## config.mk

```make
export PLATFORM = sky130hd
export DESIGN_NAME = irq_seq
export DESIGN_NICKNAME = d
export VERILOG_FILES = /design/src/rtl/irq_seq_pkg.sv /design/src/rtl/irq_lifo.sv /design/src/rtl/irq_vec_lut.sv /design/src/rtl/irq_seq.sv
export SDC_FILE = /design/constraint.sdc
export NUM_CORES = 1
export LEC_CHECK = 0
export BUFFER_PORTS_ARGS = -buffer_cell sky130_fd_sc_hd__buf_2
export CORE_MARGIN = 8
export CORE_UTILIZATION = 53
export CTS_CLUSTER_DIAMETER = 60
export CTS_CLUSTER_SIZE = 24
export DETAILED_ROUTE_END_ITERATION = 10
export PLACE_DENSITY = 0.72
export RECOVER_POWER = 100
export SLEW_MARGIN = 20
export SYNTH_ARGS = -nofsm -noshare
export SYNTH_HDL_FRONTEND = slang
export SYNTH_SLANG_ARGS = --single-unit
```

## constraint.sdc

```tcl
create_clock -name clk -period 2.9 [get_ports clk]
set_clock_uncertainty 0.15 [all_clocks]
set_input_delay 0.435 -clock clk [delete_from_list [all_inputs] [get_ports clk]]
set_output_delay 0.435 -clock clk [all_outputs]
set_load 0.01 [all_outputs]
```

## src/rtl/irq_seq_pkg.sv

```systemverilog
package irq_seq_pkg;
  localparam int BANK_W = 2;
  localparam int RPTR_W = 5;
  localparam int STAT_W = 5;
  localparam int REGS_W = BANK_W + RPTR_W + STAT_W;

  typedef struct packed {
    logic [BANK_W-1:0] bank;
    logic [RPTR_W-1:0] rptr;
    logic [STAT_W-1:0] stat;
  } sysregs_t;

  typedef enum logic [2:0] {
    ACT_IDLE,
    ACT_ENTER,
    ACT_RETI,
    ACT_RET,
    ACT_CALL
  } act_e;
endpackage

```

## src/rtl/irq_lifo.sv

```systemverilog
module irq_lifo #(
  parameter int W     = 12,
  parameter int DEPTH = 8,
  localparam int PW   = $clog2(DEPTH + 1),
  localparam int AW   = $clog2(DEPTH)
) (
  input  logic          clk,
  input  logic          rst,
  input  logic          push,
  input  logic          pop,
  input  logic [W-1:0]  din,
  output logic          full,
  output logic          empty,
  output logic [PW-1:0] ptr,
  output logic [W-1:0]  dout,
  output logic          rd_vld
);
  logic [W-1:0]  mem [DEPTH];
  logic [AW-1:0] wr_addr;
  logic [AW-1:0] rd_addr;
  logic          do_push;
  logic          do_pop;

  assign full    = (ptr == '0);
  assign empty   = (ptr == PW'(DEPTH));
  assign do_push = push && !full;
  assign do_pop  = pop && !empty;
  assign wr_addr = AW'(ptr - PW'(1));
  assign rd_addr = AW'(ptr);

  // storage without reset so that block RAM can be inferred
  always_ff @(posedge clk) begin
    if (do_push) mem[wr_addr] <= din;
  end

  always_ff @(posedge clk) begin
    if (do_pop) dout <= mem[rd_addr];
  end

  always_ff @(posedge clk) begin
    if (rst) begin
      ptr    <= PW'(DEPTH);
      rd_vld <= 1'b0;
    end else begin
      rd_vld <= do_pop;
      if (do_push)     ptr <= ptr - PW'(1);
      else if (do_pop) ptr <= ptr + PW'(1);
    end
  end

  always_comb begin
    if (!rst) AST_PTR_BOUND: assert (ptr <= PW'(DEPTH));
  end

  AST_FULL_HOLD: assert property (@(posedge clk) disable iff (rst)
    push && full |=> $stable(ptr));

  AST_EMPTY_NO_READ: assert property (@(posedge clk) disable iff (rst)
    pop && empty && !push |=> !rd_vld && $stable(ptr));
endmodule

```

## src/rtl/irq_vec_lut.sv

```systemverilog
module irq_vec_lut #(
  parameter int NSRC = 4,
  parameter int AW   = 12,
  parameter logic [NSRC*AW-1:0] VEC_TABLE = '0,
  localparam int SW  = $clog2(NSRC)
) (
  input  logic [SW-1:0] src,
  output logic [AW-1:0] vec
);
  logic [AW-1:0] tbl [NSRC];

  for (genvar g = 0; g < NSRC; g++) begin : g_vec
    assign tbl[g] = VEC_TABLE[g*AW +: AW];
  end

  always_comb begin
    vec = '0;
    for (int i = 0; i < NSRC; i++) begin
      if (32'(src) == i) vec = tbl[i];
    end
  end
endmodule

```

## src/rtl/irq_seq.sv

```systemverilog
module irq_seq
  import irq_seq_pkg::*;
#(
  parameter int AW     = 12,
  parameter int DEPTH  = 8,
  parameter int IDEPTH = 4,
  parameter int NSRC   = 4,
  parameter logic [NSRC*AW-1:0] VEC_TABLE = {12'h040, 12'h030, 12'h020, 12'h010},
  localparam int SW    = $clog2(NSRC),
  localparam int SPW   = $clog2(DEPTH + 1),
  localparam int ISPW  = $clog2(IDEPTH + 1)
) (
  input  logic              clk,
  input  logic              rst,
  input  logic              ack_i,
  input  logic [SW-1:0]     ack_src_i,
  input  logic [AW-1:0]     next_pc_i,
  input  logic [BANK_W-1:0] bank_i,
  input  logic [RPTR_W-1:0] rptr_i,
  input  logic [STAT_W-1:0] stat_i,
  input  logic              call_i,
  input  logic              ret_i,
  input  logic              reti_i,
  output logic              pc_load_o,
  output logic [AW-1:0]     pc_val_o,
  output logic              regs_load_o,
  output logic [BANK_W-1:0] bank_o,
  output logic [RPTR_W-1:0] rptr_o,
  output logic [STAT_W-1:0] stat_o,
  output logic [SPW-1:0]    sp_o,
  output logic              ien_clr_o,
  output logic [NSRC-1:0]   req_clr_o,
  output logic              err_o
);
  act_e            act;
  logic            a_push, a_pop, a_full, a_empty, a_vld;
  logic            i_push, i_pop, i_full, i_empty, i_vld;
  logic [AW-1:0]   a_dout;
  logic [REGS_W-1:0] i_dout;
  logic [ISPW-1:0] isp;
  sysregs_t        cur_regs;
  sysregs_t        rest_regs;
  logic [AW-1:0]   vec;
  logic [AW-1:0]   vec_q;
  logic            enter_q;
  logic            err_q;

  // one action per cycle, acknowledge first
  always_comb begin
    if (ack_i)       act = ACT_ENTER;
    else if (reti_i) act = ACT_RETI;
    else if (ret_i)  act = ACT_RET;
    else if (call_i) act = ACT_CALL;
    else             act = ACT_IDLE;
  end

  assign a_push = (act == ACT_ENTER) || (act == ACT_CALL);
  assign a_pop  = (act == ACT_RETI)  || (act == ACT_RET);
  assign i_push = (act == ACT_ENTER);
  assign i_pop  = (act == ACT_RETI);

  assign cur_regs = '{bank: bank_i, rptr: rptr_i, stat: stat_i};

  irq_lifo #(.W(AW), .DEPTH(DEPTH)) u_addr_stk (
    .clk(clk), .rst(rst), .push(a_push), .pop(a_pop), .din(next_pc_i),
    .full(a_full), .empty(a_empty), .ptr(sp_o), .dout(a_dout), .rd_vld(a_vld)
  );

  irq_lifo #(.W(REGS_W), .DEPTH(IDEPTH)) u_regs_stk (
    .clk(clk), .rst(rst), .push(i_push), .pop(i_pop), .din(cur_regs),
    .full(i_full), .empty(i_empty), .ptr(isp), .dout(i_dout), .rd_vld(i_vld)
  );

  irq_vec_lut #(.NSRC(NSRC), .AW(AW), .VEC_TABLE(VEC_TABLE)) u_vec (
    .src(ack_src_i), .vec(vec)
  );

  always_ff @(posedge clk) begin
    if (rst) begin
      enter_q   <= 1'b0;
      vec_q     <= '0;
      ien_clr_o <= 1'b0;
      req_clr_o <= '0;
      err_q     <= 1'b0;
    end else begin
      enter_q   <= (act == ACT_ENTER);
      ien_clr_o <= (act == ACT_ENTER);
      req_clr_o <= (act == ACT_ENTER) ? (NSRC'(1) << ack_src_i) : '0;
      if (act == ACT_ENTER) vec_q <= vec;
      err_q <= err_q | (a_push && a_full) | (a_pop && a_empty)
                     | (i_push && i_full) | (i_pop && i_empty);
    end
  end

  assign rest_regs   = sysregs_t'(i_dout);
  assign pc_load_o   = enter_q || a_vld;
  assign pc_val_o    = enter_q ? vec_q : a_dout;
  assign regs_load_o = i_vld;
  assign bank_o      = rest_regs.bank;
  assign rptr_o      = rest_regs.rptr;
  assign stat_o      = rest_regs.stat;
  assign err_o       = err_q;

  AST_ENTRY_FLAGS: assert property (@(posedge clk) disable iff (rst)
    ack_i |=> ien_clr_o && $countones(req_clr_o) == 1 && pc_load_o && !regs_load_o);

  AST_PUSH_DEC: assert property (@(posedge clk) disable iff (rst)
    (ack_i || (call_i && !ret_i && !reti_i)) && sp_o != '0 |=> sp_o == $past(sp_o) - SPW'(1));

  AST_RET_NO_RESTORE: assert property (@(posedge clk) disable iff (rst)
    ret_i && !ack_i && !reti_i |=> !regs_load_o);

  AST_CALL_QUIET: assert property (@(posedge clk) disable iff (rst)
    call_i && !ack_i && !ret_i && !reti_i |=> !pc_load_o && !ien_clr_o && req_clr_o == '0);

  AST_ERR_STICKY: assert property (@(posedge clk) disable iff (rst)
    err_o |=> err_o);

  AST_POP_EMPTY: assert property (@(posedge clk) disable iff (rst)
    (ret_i || reti_i) && !ack_i && sp_o == SPW'(DEPTH) |=> !pc_load_o && err_o);
endmodule

```

==> metrics.yaml <==
n_antenna_cell: 0
reg2reg_slack_ns: 0.46
min_from: "ack_src_i[0]"
netlist_area_mm2: 0.007208
drt-initial-drc-count: 289
via_count: 3653
fin_crit_ns: 2.442
setup_ws_ns: 0.4579
clock_path_buffers: 2
worstSkewPairLatency_ns: 0.43
rsz0062_at_grt: "no"
internal_power_mw: 5.265
synthTopCellsByCount: "edfxtp_1 (168), nand2_1 (43), mux4_2 (36)"
synth-xor-area-share_pct: 0.1215
tritoncts_num_sinks: 186
ant_nets: 0
gp_congestion: 0.7855
ctsResizeCount: 0
drv_cap: 0
pwr-share-seq_pct: 48.5
path_class: "reg2reg"
routed_via_density: 5.535
fp.dieW_um: 132.6
pin_count: 68
area_delta_synth_final_pct: 14.95
firstDrtPassIters: 4
async_flop_share_pct: 0
finalCritPeriodShare_pct: 84.21
cts_buffers: 17
reg2regPathDepth: 6
portBuffers: 67
synth_edf_count: 168
synth_most_common_cell: "edfxtp_1"
ys_seq_area_share_pct: 74.99
synth_top_cell_area_share_pct: 69.99
synthTopCellsByArea: "edfxtp_1 (70%), mux4_2 (11%), dfxtp_1 (5.0%)"
maxSlewViolCount: 0
synthSimpleGateAreaFrac_pct: 6.683
core_mm2: 0.01324
hold_class: "in2reg"
cts_hold_buf: 0
p_leak_nw: 2.789
r2r_start: "u_addr_stk.ptr[0]$_SDFFE_PP0P_"
yosysTopAreaCell: "edfxtp_1"
row_count: 42
relSlewSlack_pct: 39.48
avgSynthCellArea_um2: 18.58
synth_compound_area_share_pct: 1.840
yosysWarnings: 0
drc: 0
cts_setup_buffers: 0
fmax_mhz: 409.5
track_usage_pct: 15.82
grt_overflow_total: 0
hold_depth: 2
synth_cell_types: 38
swShare_pct: 27.28
grt_max_degree: 34
synthFlopType: "edfxtp_1"
setup_viol: 0
grt_pass1_wl_mm: 21.18
finalWirelength_mm: 13.16
hold-path-endpoint: "req_clr_o[2]$_SDFF_PP0_"
arrival_ns: 2.36
ys_ff_latch: 186
startpoint_type: "register"
fill_cells: 971
die_h_um: 132.6
cts_max_level: 4
synth_mux_area_share_pct: 12.72
power.switching_mw: 1.975
p_comb_share_pct: 20.2
p_clk_share_pct: 31.3
start_util_pct: 54.43
syn_inst: 388
clk_pin_slew_ns: 0.07
synth_nets: 431
hold_violations: 0
required_ns: 2.82
wl_per_cell_um: 19.94
critPathMaxFanout: 7
grt_pass1_vias: 3854
cts_tree: "done"
final_layout_size_suffix_gt1_share_pct: 20.04
cts-root-buf: "clkbuf_16"
cp-end-kind: "register"
setup_tns_ns: 0
tightestPinTransition_ns: 0.9078
peakVddDrop_mv: 0.5048
die_area_mm2: 0.01759
nNetsFinal: 514
reg2reg_to: "u_addr_stk.mem[4][4]$_DFFE_PP_"
dp_slack_ns: 0.5877
dp_hpwl_mm: 8.600
synth_fa_ha_area_share_pct: 1.909
status: "complete, no violations"
antenna_found_initial: 0
crit_start: "u_addr_stk.ptr[0]$_SDFFE_PP0P_"
power_density_mw_per_mm2: 873.8
synth_top_family_by_area: "multiplexers"
worst max path at each step:
stage	end	slack (ns)
2_1_floorplan	u_addr_stk.mem[7][0]$_DFFE_PP_	0.02
3_3_place_gp	u_addr_stk.mem[7][0]$_DFFE_PP_	0.70
3_5_place_dp	u_addr_stk.mem[4][2]$_DFFE_PP_	0.59
4_1_cts	pc_val_o[5]	0.50
5_1_grt	u_addr_stk.mem[4][4]$_DFFE_PP_	0.31
6_report	u_addr_stk.mem[4][4]$_DFFE_PP_	0.46
cells by family (layout without fill, tap and decap cells):
group / count (synthesis) / in the layout
simple gates: 100 / 100
xor+xnor: 1 / 1
compound gates: 18 / 18
mux: 46 / 46
fa+ha+maj: 11 / 11
flops: 186 / 186
buf+inv: 26 / 122
cells in the final DEF, fill, tap and decap left out, types with 3 or more instances in the layout:
master	count
a21oi_1	4
and3_1	6
buf_2	8
buf_4	9
clkbuf_1	63
clkbuf_16	17
clkbuf_2	3
clkinv_4	3
clkinvlp_4	6
dfxtp_1	18
edfxtp_1	168
ha_1	11
inv_1	7
inv_6	4
mux2_2	4
mux2i_1	5
mux4_2	36
nand2_1	43
nand2b_1	3
nor2_1	18
nor2b_1	15
nor3_1	4
per-stage QoR:
step / utilization, % / instance area [um2] / std cells / total power [mW] / hold WS, ns
2_1_floorplan: - / 7208 / 388 / 4.578 / 0.3044
3_3_place_gp: 58.87 / 7796 / 628 / 5.031 / 0.3204
3_5_place_dp: 58.87 / 7796 / 628 / 5.091 / 0.3354
4_1_cts: 63.34 / 8388 / 660 / 7.366 / 0.02500
5_1_grt: 62.57 / 8285 / 660 / 7.577 / 0.05128
6_report: 62.57 / 8285 / 660 / 7.240 / 0.05548
layer usage:
metal  GRT usage, %  part of all wire [%]
met5              0                     0
met3          4.656                   7.0
met2          24.68                    50
met4          7.066                   1.6
met1          20.18                    41
layout make-up:
class / instances / area [um2] / share of cell area, %
flip-flops and latches: 186 / 5405 / 65.24
clock inverters: 15 / 166.4 / 2.008
repair buffers: 83 / 359.1 / 4.334
well taps: 176 / 220.2 / 2.658
multi-input cells: 176 / 1683 / 20.31
inverters: 7 / 26.28 / 0.3171
clock buffers: 17 / 425.4 / 5.134
state kept, by name (all words and copies together), names as in the netlist:
name	flops
enter_q	1
err_o	1
req_clr_o	4
u_addr_stk.dout	12
u_addr_stk.mem	96
u_addr_stk.ptr	4
u_addr_stk.rd_vld	1
u_regs_stk.dout	12
u_regs_stk.mem	48
u_regs_stk.ptr	3
u_regs_stk.rd_vld	1
vec_q	3
power groups by stage:
stage	clock, mW	combinational (mW)	sequential (mW)
after floorplan	0	1.03	3.55
after global routing	2.42	1.61	3.54
after global placement	0	1.48	3.55
after detailed placement	0	1.52	3.57
final	2.27	1.46	3.51
after CTS	2.32	1.53	3.51
critical path: stages (launching register included):
cell      delay (ns)
dfxtp_1         0.31
inv_1           0.09
ha_1            0.32
and3b_1         0.30
o21ai_0         0.27
nor2_1          0.25
clkbuf_1        0.39
Power figures use the tool's default switching activity.
